File: config.mk
export PLATFORM = sky130hd
export DESIGN_NAME = dual_rail_pulse_pipe
export DESIGN_NICKNAME = d
export VERILOG_FILES = /design/src/rtl/dual_rail_pulse_pipe_pkg.sv /design/src/rtl/pp_rst_sync.sv /design/src/rtl/pp_phase_gen.sv /design/src/rtl/pp_rail_stage.sv /design/src/rtl/pp_err_mon.sv /design/src/rtl/dual_rail_pulse_pipe.sv
export SDC_FILE = /design/constraint.sdc
export NUM_CORES = 1
export LEC_CHECK = 0
export CAP_MARGIN = 0
export CORE_AREA = 2 2 64 42
export CTS_CLUSTER_DIAMETER = 40
export DETAILED_ROUTE_END_ITERATION = 7
export DIE_AREA = 0 0 66 44
export PLACE_DENSITY = 0.79
export SYNTH_ARGS = -nofsm -noshare
export SYNTH_HDL_FRONTEND = slang
export SYNTH_SLANG_ARGS = --single-unit
File: constraint.sdc
create_clock -name clk -period 1.9 [get_ports clk]
set_clock_uncertainty 0.15 [all_clocks]
set_input_delay 0.38 -clock clk [delete_from_list [all_inputs] [get_ports clk]]
set_output_delay 0.38 -clock clk [all_outputs]
set_load 0.05 [all_outputs]
File: src/rtl/dual_rail_pulse_pipe_pkg.sv
package dual_rail_pulse_pipe_pkg;

  localparam int NUM_PHASES = 4;

  typedef enum logic [1:0] {
    OP_BUF = 2'd0,
    OP_INV = 2'd1,
    OP_AND = 2'd2,
    OP_OR  = 2'd3
  } stage_op_e;

  // bit 1 = true rail, bit 0 = false rail
  typedef logic [1:0] dual_t;

  function automatic dual_t apply_op(input stage_op_e op, input dual_t a, input dual_t b);
    dual_t r;
    case (op)
      OP_INV:  r = {a[0], a[1]};
      OP_AND:  r = {a[1] & b[1], a[0] | b[0]};
      OP_OR:   r = {a[1] | b[1], a[0] & b[0]};
      default: r = a;
    endcase
    return r;
  endfunction

endpackage

File: src/rtl/pp_rst_sync.sv
module pp_rst_sync (
  input  logic clk,
  input  logic rst_n,
  output logic rst_sync_n
);
  logic [1:0] sync_q;

  always_ff @(posedge clk or negedge rst_n) begin
    if (!rst_n) sync_q <= 2'b00;
    else        sync_q <= {sync_q[0], 1'b1};
  end

  assign rst_sync_n = sync_q[1];
endmodule

File: src/rtl/pp_phase_gen.sv
module pp_phase_gen
  import dual_rail_pulse_pipe_pkg::*;
(
  input  logic                  clk,
  input  logic                  rst_n,
  input  logic                  clr,
  input  logic                  tick_en,
  output logic [NUM_PHASES-1:0] phase,
  output logic [NUM_PHASES-1:0] rise,
  output logic [NUM_PHASES-1:0] fall
);
  localparam int TW = $clog2(NUM_PHASES);

  logic          live_q, live_d;
  logic [TW-1:0] tick_q, tick_d, tick_enter;
  logic          step;

  assign step       = tick_en && !clr;
  assign tick_enter = live_q ? tick_q + TW'(1) : '0;

  always_comb begin
    live_d = live_q;
    tick_d = tick_q;
    if (clr) begin
      live_d = 1'b0;
      tick_d = '0;
    end else if (tick_en) begin
      live_d = 1'b1;
      tick_d = tick_enter;
    end
  end

  always_ff @(posedge clk or negedge rst_n) begin
    if (!rst_n) begin
      live_q <= 1'b0;
      tick_q <= '0;
    end else begin
      live_q <= live_d;
      tick_q <= tick_d;
    end
  end

  for (genvar i = 0; i < NUM_PHASES; i++) begin : g_phase
    localparam logic [TW-1:0] T_ON   = TW'(i);
    localparam logic [TW-1:0] T_HOLD = TW'((i + 1) % NUM_PHASES);
    localparam logic [TW-1:0] T_OFF  = TW'((i + 2) % NUM_PHASES);
    assign phase[i] = live_q && ((tick_q == T_ON) || (tick_q == T_HOLD));
    assign rise[i]  = step && (tick_enter == T_ON);
    assign fall[i]  = step && (tick_enter == T_OFF);
  end
endmodule

File: src/rtl/pp_rail_stage.sv
module pp_rail_stage
  import dual_rail_pulse_pipe_pkg::*;
#(
  parameter stage_op_e OP = OP_BUF
) (
  input  logic  clk,
  input  logic  rst_n,
  input  logic  clr,
  input  logic  take,
  input  logic  drop,
  input  dual_t a,
  input  dual_t b,
  output dual_t q
);
  dual_t q_d;

  always_comb begin
    q_d = q;
    if (clr)       q_d = 2'b00;
    else if (take) q_d = apply_op(OP, a, b);
    else if (drop) q_d = 2'b00;
  end

  always_ff @(posedge clk or negedge rst_n) begin
    if (!rst_n) q <= 2'b00;
    else        q <= q_d;
  end
endmodule

File: src/rtl/pp_err_mon.sv
module pp_err_mon #(
  parameter int DEPTH = 8
) (
  input  logic               clk,
  input  logic               rst_n,
  input  logic               clr,
  input  logic [2*DEPTH-1:0] rails,
  output logic               err
);
  logic both_hi;
  logic err_d;

  always_comb begin
    both_hi = 1'b0;
    for (int k = 0; k < DEPTH; k++) both_hi = both_hi | (rails[2*k] & rails[2*k+1]);
    err_d = clr ? 1'b0 : (err | both_hi);
  end

  always_ff @(posedge clk or negedge rst_n) begin
    if (!rst_n) err <= 1'b0;
    else        err <= err_d;
  end
endmodule

File: src/rtl/dual_rail_pulse_pipe.sv
module dual_rail_pulse_pipe
  import dual_rail_pulse_pipe_pkg::*;
#(
  parameter int               DEPTH     = 8,
  parameter logic [2*DEPTH-1:0] STAGE_OPS = 16'h3810
) (
  input  logic               clk,
  input  logic               rst_n,
  input  logic               clr,
  input  logic               tick_en,
  input  logic [1:0]         din,
  input  logic [1:0]         side,
  output logic [3:0]         phase,
  output logic [2*DEPTH-1:0] stage_rails,
  output logic               enc_err
);
  logic                  rst_core_n;
  logic [NUM_PHASES-1:0] rise, fall;
  dual_t                 st_q [DEPTH];

  pp_rst_sync u_rst (
    .clk        (clk),
    .rst_n      (rst_n),
    .rst_sync_n (rst_core_n)
  );

  pp_phase_gen u_phase (
    .clk     (clk),
    .rst_n   (rst_core_n),
    .clr     (clr),
    .tick_en (tick_en),
    .phase   (phase),
    .rise    (rise),
    .fall    (fall)
  );

  for (genvar k = 0; k < DEPTH; k++) begin : g_stage
    localparam int        PH  = k % NUM_PHASES;
    localparam stage_op_e SOP = stage_op_e'(STAGE_OPS[2*k +: 2]);
    dual_t a_in;
    if (k == 0) begin : g_head
      assign a_in = din;
    end else begin : g_link
      assign a_in = st_q[k-1];
    end
    pp_rail_stage #(.OP(SOP)) u_st (
      .clk   (clk),
      .rst_n (rst_core_n),
      .clr   (clr),
      .take  (rise[PH]),
      .drop  (fall[PH]),
      .a     (a_in),
      .b     (side),
      .q     (st_q[k])
    );
    assign stage_rails[2*k +: 2] = st_q[k];
  end

  pp_err_mon #(.DEPTH(DEPTH)) u_err (
    .clk   (clk),
    .rst_n (rst_core_n),
    .clr   (clr),
    .rails (stage_rails),
    .err   (enc_err)
  );
endmodule

; After elaboration in Yosys (flattened, before gate mapping)
; Cells that the tools add are included.
[op_classes]
n_eq_ne = 6
bitwise = 20
n_reduce_logical = 19
addsub = 1
mux = 26
[ops]
columns = op, count
row1 = two-way mux 2 bit, 23
row2 = bitwise AND 1 bit, 10
row3 = bitwise OR 1 bit, 10
row4 = logical AND 1 bit, 9
row5 = "== test 2 bit, second input constant", 4
row6 = nonzero test 3 bit, 2
row7 = "== test 2 x 1 -> 1 bit, second input constant", 2
row8 = logical NOT 2 bit, 2
row9 = logical OR 1 bit, 4
row10 = two-way mux 1 bit, 3
row11 = "adder 2 x 1 -> 2 bit, second input constant", 1
row12 = nonzero test 2 bit, 1
row13 = logical NOT 1 bit, 1
[totals]
elab_cells = 84
ff_bits = 22
out_inout_bits = 21
inputBits = 8

; Depth between registers and ports, before layout
; Gate-level depths: netlist (run 1).
[logic_depth]
ltp_word = 10
mapped_depth = 5
mapped_depth_nobuf = 5

; By module
; From an unflattened synthesis (run 1), not the netlist that was laid out.
[unflattened]
hier_cells = 105
hier_area_um2 = 1088.5
[by_module_without_submodules]
columns = module, cells_each, seq_area_each_um2, area_each_um2, instances
row1 = pp_rail_stage (g_stage[0].u_st ...), 8, 50.0, 85.1, 6
row2 = pp_phase_gen, 32, 75.1, 285.3, 1
row3 = pp_rail_stage (g_stage[5].u_st ...), 8, 50.0, 87.6, 2
row4 = pp_err_mon, 6, 25.0, 63.8, 1
row5 = pp_rst_sync, 3, 50.0, 53.8, 1

; Worst setup path after synthesis (run 1)
; OpenSTA, ideal clock, no wires.
[synth_path]
path_type = reg2out
from = reg u_phase.tick_q[0]
to = out phase[3]
slack_ns = -0.175
t_arrival_ns = 1.545
stages_incl_launch_ff = 4
required_ns = 1.370
path_buffers = 0
path_cell_list = dfrtp_1 -> inv_1 -> ha_1 -> nor2b_1
[synth_between]
elab_chain_len = 3
elab_cells_between_ends = 4
cone_classes = eq/ne: 1 / reduce/logical: 3
[synth_lines]
columns = item, line
row1 = from (decl), pp_phase_gen.sv:15  ; logic [TW-1:0] tick_q, tick_d, tick_enter;
row2 = from (signal assigned), pp_phase_gen.sv:39  ; tick_q <= tick_d;
row3 = == test 2 bit or logical NOT 2 bit (tied branches), pp_phase_gen.sv:47  ; assign phase[i] = live_q && ((tick_q == T_ON) || (tick_q == T_HOLD));
row4 = logical OR 1 bit *, pp_phase_gen.sv:47
row5 = logical AND 1 bit *, pp_phase_gen.sv:47
row6 = to (decl), dual_rail_pulse_pipe.sv:13  ; output logic [3:0] phase,
; Mark *: on every way between the ends. The rest lies on a longest branch, timed or not.

; Final worst setup path (run 1)
[layout_path]
from = reg u_phase.tick_q[0]
to = out phase[0]
[layout_between]
elab_chain_len = 3
elab_cells_between_ends = 4
cone_classes = eq/ne: 1 / reduce/logical: 3
[layout_lines]
columns = item, line
row1 = == test 2 x 1 -> 1 bit or logical NOT 2 bit (tied branches), pp_phase_gen.sv:47
row2 = logical OR 1 bit *, pp_phase_gen.sv:47
row3 = logical AND 1 bit *, pp_phase_gen.sv:47
; Marked as above.

==> summary.md, run 1 <==
| Metric | Value |
|---|---|
| Outcome | `completed` |
| Tot Pwr | `918 µW` |
| Aggregate routed wire length | `2170 µm` |
| Top-area cell type share of the netlist area | `56.3%` |
| Area of placed instances | `0.00132 mm²` |
| Post-route minimum period | `1.86 ns` |
| Combinational power share | `16.4%` |
| Later-pin clock latency in the skew report | `0.25 ns` |
| Area contributors post-synth | `dfrtp_1 (56%), a22o_1 (13%), ha_1 (5.1%)` |
| Final instance area | `0.00140 mm²` |
| Syn_area_per_cell | `13.4 µm²` |
| Adder-Cell Fraction of Synth Area | `5.12%` |
| N_diodes | `0` |
| Pre-CTS setup slack | `0.116 ns` |
| Largest net degree at the start of global routing | `21` |
| Met1 Usage GRT | `22.5%` |
| Fin. max-slew vios | `0` |
| Met3 Use GR | `5.71%` |
| GPL Wtd Cong | `0.824` |
| Setup violators final | `0` |
| Sw frac | `24.9%` |
| Sequential fraction of the synthesis area | `56.3%` |
| Leakage | `0.664 nW` |
| Ys Warns | `0` |
| Starting Density | `41.7%` |
| EDFF count, synth | `0` |
| Final Core Density | `59.6%` |
| Post-synthesis mux area share | `1.02%` |
| CTS tree | `done` |
| CTS Buffer Depth | `2` |
| CP Capture Type | `output port` |
| Synthesized flop and latch total | `22` |
| First-pass GRT wire length | `3350 µm` |
| Fin worst setup slack | `0.0430 ns` |
| Vias per cell | `5.33` |
| Dominant cell type by area after synthesis | `dfrtp_1` |
| Max IR drop VDD | `0.360 mV` |
| Fraction of the mapped netlist area in simple logic gates | `10.6%` |
| # H-tree levels | `1` |
| Die Ht | `44 µm` |
| Least-Margin Pin Slew | `0.773 ns` |
| GRT Overall Usage | `15.6%` |
| Via count | `751` |
| Overflow after GRT | `0` |
| Finished Layout Cells | `141` |
| Final net count | `123` |
| CTS root buffer | `clkbuf_8` |
| Area of the mapped netlist | `978 µm²` |
| Number of buffers created by CTS | `3` |
| Core region area | `0.00235 mm²` |
| PwrDens | `656 mW/mm²` |
| Detailed Place HPWL | `1670 µm` |
| DRT iter0 DRCs | `57` |
| Final Hold Viols | `0` |
| Residual DRC | `0` |
| Post-route ant nets | `0` |
| Internal power | `689 µW` |
| Unique cell type count in the Yosys netlist | `26` |
| Net Sw Power | `229 µW` |
| Period Utilization, post-route | `97.7%` |
| Hold crit path type | `in -> async` |
| Syn nets | `85` |
| Full die area | `0.00290 mm²` |
| Worst Path Class, Setup | `reg -> out` |
| # IOs | `29` |
| Fraction of layout cells with a size suffix above 1 | `42.2%` |
| Req. time, crit path | `1.37 ns` |
| CP max FO | `6` |
| Setup total negative slack | `0 ns` |
| Chip width | `66 µm` |
| CP arrival | `1.33 ns` |
| CTS Sinks | `22` |
| Crit path launch type | `flip-flop` |
| Post-synth top flop | `dfrtp_1` |
| Synth Area in XOR/XNOR | `0%` |
| Clock transition at path regs | `0.07 ns` |
| Vias in the first global route | `691` |
| PortBufs | `28` |
| Count leader, synth | `dfrtp_1` |
| Clock power share | `29.4%` |
| Final hold slack | `0.130 ns` |
| Placed Cells | `135` |
| Site row count | `14` |
| Fmax | `539 MHz` |
| DR pass1 iterations | `4` |
| Initial antenna violation count | `0` |
| Compound-Gate Fraction of Synth Area | `25.1%` |
| Gr busiest metal | `met2` |
| Main combinational cell family by area after synthesis | `compound AO/OA/AOI/OAI gates` |
| Post-Syn Instances | `73` |
| Area grow syn2layout | `43.0%` |
| Part of the power in registers | `54.1%` |
| Met2 Use GR | `23.8%` |
| Max_cap viols | `0` |
| Share of flip-flops with an asynchronous set or reset | `100%` |
| Wirelength per Cell | `15.4 µm` |
| Worst rel slew slack | `48.5%` |
| Most frequent cells after synthesis | `dfrtp_1 (22), a22o_1 (15), ha_1 (4)` |
[kinds of logic (layout without fill, tap and decap cells)]
group | count (synthesis) | in the layout
compound gates | 27 | 27
flops | 22 | 22
simple gates | 15 | 15
fa+ha+maj | 4 | 4
buf+inv | 3 | 39
other cells | 1 | 1
mux | 1 | 1
[cell usage in the layout (no fill, tap or decap), drive strengths merged]
cell type / n
buf: 27
dfrtp: 22
a22o: 15
clkdlybuf4s50: 7
a21oi: 4
ha: 4
o21a: 3
nor2: 3
clkbuf: 3
nand2b: 3
inv: 2
nor2b: 2
or2: 2
a32o: 2
and3: 2
and2: 1
a222oi: 1
a221oi: 1
a31oi: 1
and2b: 1
nor3: 1
mux2i: 1
conb: 1
[power by group through the flow]
stage / Sequential [mW] / Combinational, mW / Clock [mW]
after detailed placement: 0.505 / 0.141 / 0
after global routing: 0.500 / 0.159 / 0.298
after global placement: 0.505 / 0.139 / 0
after floorplan: 0.518 / 0.0627 / 0
after CTS: 0.497 / 0.144 / 0.280
final: 0.497 / 0.151 / 0.270
[area by class of cell]
cell class                 count  area [µm²]
inverter                       2        7.51
sequential                    22         551
tap                           32        40.0
clock buffer                   3        41.3
timing repair buffer          34         327
multi-input combinational     48         433
fill                         193         948
[final timing paths]
check,start,end,slack [ns],depth (start not counted)
max,u_phase.tick_q[0],phase[0],0.04,4
min,rst_n,u_rst.sync_q[0],0.13,1
max reg2reg,u_phase.tick_q[0],g_stage[5].u_st.q[1],0.31,5
min reg2reg,u_rst.sync_q[1],u_phase.live_q,0.17,0
max in group asynchronous,u_rst.sync_q[1],g_stage[7].u_st.q[0],0.95,0
min in group clk,u_rst.sync_q[0],u_rst.sync_q[1],0.21,0
[per-layer routing]
layer  up-vias  routed length, µm
met4         0                  0
met1       372               1030
met3         0                178
met5         -                  0
li1        346                  -
met2        33                954
[flip-flops by register name, indices dropped and copies added (netlist names)]
signal          flops
u_phase.live_q      1
u_phase.tick_q      2
u_err.err           1
u_rst.sync_q        2
g_stage.u_st.q     16
[worst max-delay path: stages (launching register included)]
cell and delay [ns]:
dfrtp_1 0.40, buf_6 0.14, ha_1 0.18, o21a_1 0.20
buf_12 0.15
[what timing repair did]
item                       4_1_cts  5_1_grt
buffers inserted                 0        3
pin swaps                        2        1
setup endpoints to repair        2        3
hold buffers                     0        0
resized for setup                3        3
No activity file was read; power rests on OpenSTA's default activity.
==> run 2: changes to the inputs <==
--- a/config.mk
+++ b/config.mk
@@ -5,12 +5,13 @@
 export SDC_FILE = /design/constraint.sdc
 export NUM_CORES = 1
 export LEC_CHECK = 0
+export ABC_AREA = 1
 export CAP_MARGIN = 0
 export CORE_AREA = 2 2 64 42
 export CTS_CLUSTER_DIAMETER = 40
 export DETAILED_ROUTE_END_ITERATION = 7
 export DIE_AREA = 0 0 66 44
-export PLACE_DENSITY = 0.79
+export PLACE_DENSITY = 0.8
 export SYNTH_ARGS = -nofsm -noshare
 export SYNTH_HDL_FRONTEND = slang
 export SYNTH_SLANG_ARGS = --single-unit
==> summary.md, run 2 <==
| Metric | Value |
|---|---|
| Sequential fraction of the synthesis area | `55.8% (was 56.3%)` |
| Synth Area in XOR/XNOR | `0% (unchanged)` |
| Area of the mapped netlist | `986 µm² (was 978 µm²)` |
| Compound-Gate Fraction of Synth Area | `7.99% (was 25.1%)` |
| Register area | `552 µm² (was 551 µm²)` |
| Syn nets | `126 (was 85)` |
| Fmax | `536 MHz (was 539 MHz)` |
| Largest regs | `g_stage.u_st.q x16, u_phase.tick_q x2, u_rst.sync_q x2 (unchanged)` |
| Clock transition at path regs | `0.08 ns (was 0.07 ns)` |
| CP Capture Type | `output port (unchanged)` |
| EDFF count, synth | `0 (unchanged)` |
| Final instance area | `0.00147 mm² (was 0.00140 mm²)` |
| CTS root buffer | `clkbuf_8 (unchanged)` |
| Final hold slack | `0.0480 ns (was 0.130 ns)` |
| CP max FO | `3 (was 6)` |
| Crit-path max cell delay | `0.40 ns (about the same)` |
| Area of the multi-input gates | `430 µm² (was 433 µm²)` |
| GPL Wtd Cong | `0.845 (was 0.824)` |
| CTS Buffer Depth | `2 (unchanged)` |
| GRT Overall Usage | `17.4% (was 15.6%)` |
| CP cell instances | `inv_2, ha_4, nand2_2, inv_2, buf_12 (was buf_6, ha_1, o21a_1, buf_12)` |
| Vias in the first global route | `794 (was 691)` |
| N_diodes | `0 (unchanged)` |
| Residual DRC | `0 (unchanged)` |
| Most frequent cells after synthesis | `nand2_1 (42), dfrtp_1 (22), inv_1 (9) (was dfrtp_1 (22), a22o_1 (15), ha_1 (4))` |
| Number of buffers created by CTS | `3 (unchanged)` |
| Later-pin clock latency in the skew report | `0.27 ns (was 0.25 ns)` |
| Wirelength per Cell | `13.1 µm (was 15.4 µm)` |
| Area of placed instances | `0.00132 mm² (about the same)` |
| Tot Pwr | `1.07 mW (was 918 µW)` |
| Vias per cell | `4.86 (was 5.33)` |
| Main combinational cell family by area after synthesis | `simple AND/OR/NAND/NOR gates (was compound AO/OA/AOI/OAI gates)` |
| Setup total negative slack | `0 ns (unchanged)` |
| Leakage | `0.749 nW (was 0.664 nW)` |
| # IOs | `29 (unchanged)` |
| Share of flip-flops with an asynchronous set or reset | `100% (unchanged)` |
| Post-synth top flop | `dfrtp_1 (unchanged)` |
| First-pass GRT wire length | `3700 µm (was 3350 µm)` |
| Via count | `895 (was 751)` |
| Register-to-Register Path Depth | `8 (was 5)` |
| CP arrival | `1.33 ns (about the same)` |
| RSZ-0062 raised after global routing | `true` |
| Fraction of layout cells with a size suffix above 1 | `36.2% (was 42.2%)` |
| Dominant cell type by area after synthesis | `dfrtp_1 (unchanged)` |
| Worst Path Class, Setup | `reg -> out (unchanged)` |
| Max_cap viols | `0 (unchanged)` |
| Most frequent CP cell | `inv_2` |
| Largest register by flop count | `g_stage.u_st.q (unchanged)` |
| Detailed Place HPWL | `1820 µm (was 1670 µm)` |
| CTS tree | `done (unchanged)` |
| CTS Sinks | `22 (unchanged)` |
| Synthesized flop and latch total | `22 (unchanged)` |
| DRT iter0 DRCs | `53 (was 57)` |
| Starting Density | `42.0% (was 41.7%)` |
| PortBufs | `28 (unchanged)` |
| Post-Syn Instances | `114 (was 73)` |
| Full die area | `0.00290 mm² (unchanged)` |
| Chip width | `66 µm (unchanged)` |
| Commonest non-fill, non-tap cell in the layout | `nand2_1` |
| Final Hold Viols | `0 (unchanged)` |
| Max FFs per register | `16 (unchanged)` |
| Top-area cell type share of the netlist area | `55.8% (was 56.3%)` |
| Hold crit path type | `reg -> async (was in -> async)` |
| Area grow syn2layout | `48.9% (was 43.0%)` |
| Post-synthesis mux area share | `0% (was 1.02%)` |
| Site row count | `14 (unchanged)` |
| Die Ht | `44 µm (unchanged)` |
| Max IR drop VDD | `0.505 mV (was 0.360 mV)` |
| Area contributors post-synth | `dfrtp_1 (56%), nand2_1 (16%), ha_1 (5.1%) (was dfrtp_1 (56%), a22o_1 (13%), ha_1 (5.1%))` |
| Unique cell type count in the Yosys netlist | `16 (was 26)` |
| CTS hold repair buffers | `0 (unchanged)` |
| Ys Warns | `0 (unchanged)` |
| Core region area | `0.00235 mm² (unchanged)` |
| # H-tree levels | `1 (unchanged)` |
| Post-route ant nets | `0 (unchanged)` |
| Filler Cell Count | `212 (was 193)` |
| Req. time, crit path | `1.37 ns (about the same)` |
| Reg2reg setup slack | `0.32 ns (was 0.31 ns)` |
| Fraction of the mapped netlist area in simple logic gates | `26.1% (was 10.6%)` |
| Crit path launch type | `flip-flop (unchanged)` |
| Most frequent cells in the layout | `nand2_1 (41), buf_4 (22), dfrtp_1 (21) (was dfrtp_1 (22), buf_4 (22), a22o_1 (15))` |
| Fin. max-slew vios | `0 (unchanged)` |
| Period Utilization, post-route | `98.1% (was 97.7%)` |
| Outcome | `completed (unchanged)` |
| DR pass1 iterations | `4 (unchanged)` |
| Initial antenna violation count | `0 (unchanged)` |
| Post-route minimum period | `1.86 ns (about the same)` |
| Adder-Cell Fraction of Synth Area | `5.08% (was 5.12%)` |
| Aggregate routed wire length | `2410 µm (was 2170 µm)` |
| CP max-delay cell | `dfrtp_1 (unchanged)` |
| Setup violators final | `0 (unchanged)` |
| Largest net degree at the start of global routing | `21 (unchanged)` |
| Overflow after GRT | `0 (unchanged)` |
| Count leader, synth | `nand2_1 (was dfrtp_1)` |
| Syn_area_per_cell | `8.65 µm² (was 13.4 µm²)` |
| Final net count | `165 (was 123)` |
| PwrDens | `729 mW/mm² (was 656 mW/mm²)` |
==> run 2: cell count changes in the layout (fill, tap and decap cells not counted), sizes merged, moves of 2 or more <==
cell,change
nand2,+45
nand3,+5
nor2,+8
a22o,-15
o21ai,+8
and3,-2
nand2b,-3
nor2b,-2
o21a,-3
a32o,-2
o31ai,+2
or2,-2
inv,+10
==> run 2: final cells by class <==
class	instances	area share [%]
Clock inverter	1	2.05
Inverter	12	3.24
Sequential cell	22	37.6
Timing Repair Buffer	34	22.3
Multi-Input combinational cell	80	29.3
Tap cell	32	2.73
Clock buffer	3	2.81
==> run 2: kinds of logic after synthesis <==
kind of cell | after synthesis
adders and majority gates | 4
other | 1
AOI/OAI and AO/OA | 14
and+or+nand+nor | 61
buffers and inverters | 12
DFF | 22
==> run 2: final timing paths <==
check,startpoint,end
hold reg to reg,u_rst.sync_q[1],g_stage[6].u_st.q[1]
min in group clk,u_rst.sync_q[0],u_rst.sync_q[1]
setup / recovery,u_phase.tick_q[1],phase[1]
max in group asynchronous,u_rst.sync_q[1],u_phase.tick_q[0]
hold / removal,u_rst.sync_q[1],g_stage[6].u_st.q[1]
setup reg to reg,u_phase.tick_q[1],g_stage[3].u_st.q[1]
==> run 2: power by group <==
part	internal [mW]	leakage [nW]	total [mW]	switching [mW]
sequential	0.478	0.298	0.486	0.00877
combinational	0.0586	0.416	0.149	0.0902
clock	0.282	0.0357	0.435	0.153
==> run 2: per-layer routing <==
layer,share of wire (%),vias up,global-route usage (%)
met2,44,35,25.5
met5,0,-,0
met4,0.29,0,2.45
met3,8.2,2,5.71
li1,-,431,-
met1,47,427,26.0
==> run 2: timing repair <==
action	in CTS	in global routing
setup buffers	1	3
resized for setup	4	11
pin swaps	0	3
endpoints found under the setup margin	4	4
gates cloned	0	0
==> run 2: per-stage QoR <==
step,utilization (%),setup slack (ns),std cells
global route,62.5,-0.0239,184
detailed placement,56.3,0.0888,176
global placement,56.3,0.101,176
floorplan,-,0.0274,114
finish,62.5,0.0360,184
CTS,60.3,0.000399,181
==> run 2: critical path: cells and delay by family, from the launching register on <==
family	cells	cell delay, ns
adders and majority gates	1	0.30
and+or+nand+nor	1	0.07
buffers and inverters	3	0.29
DFF	1	0.40
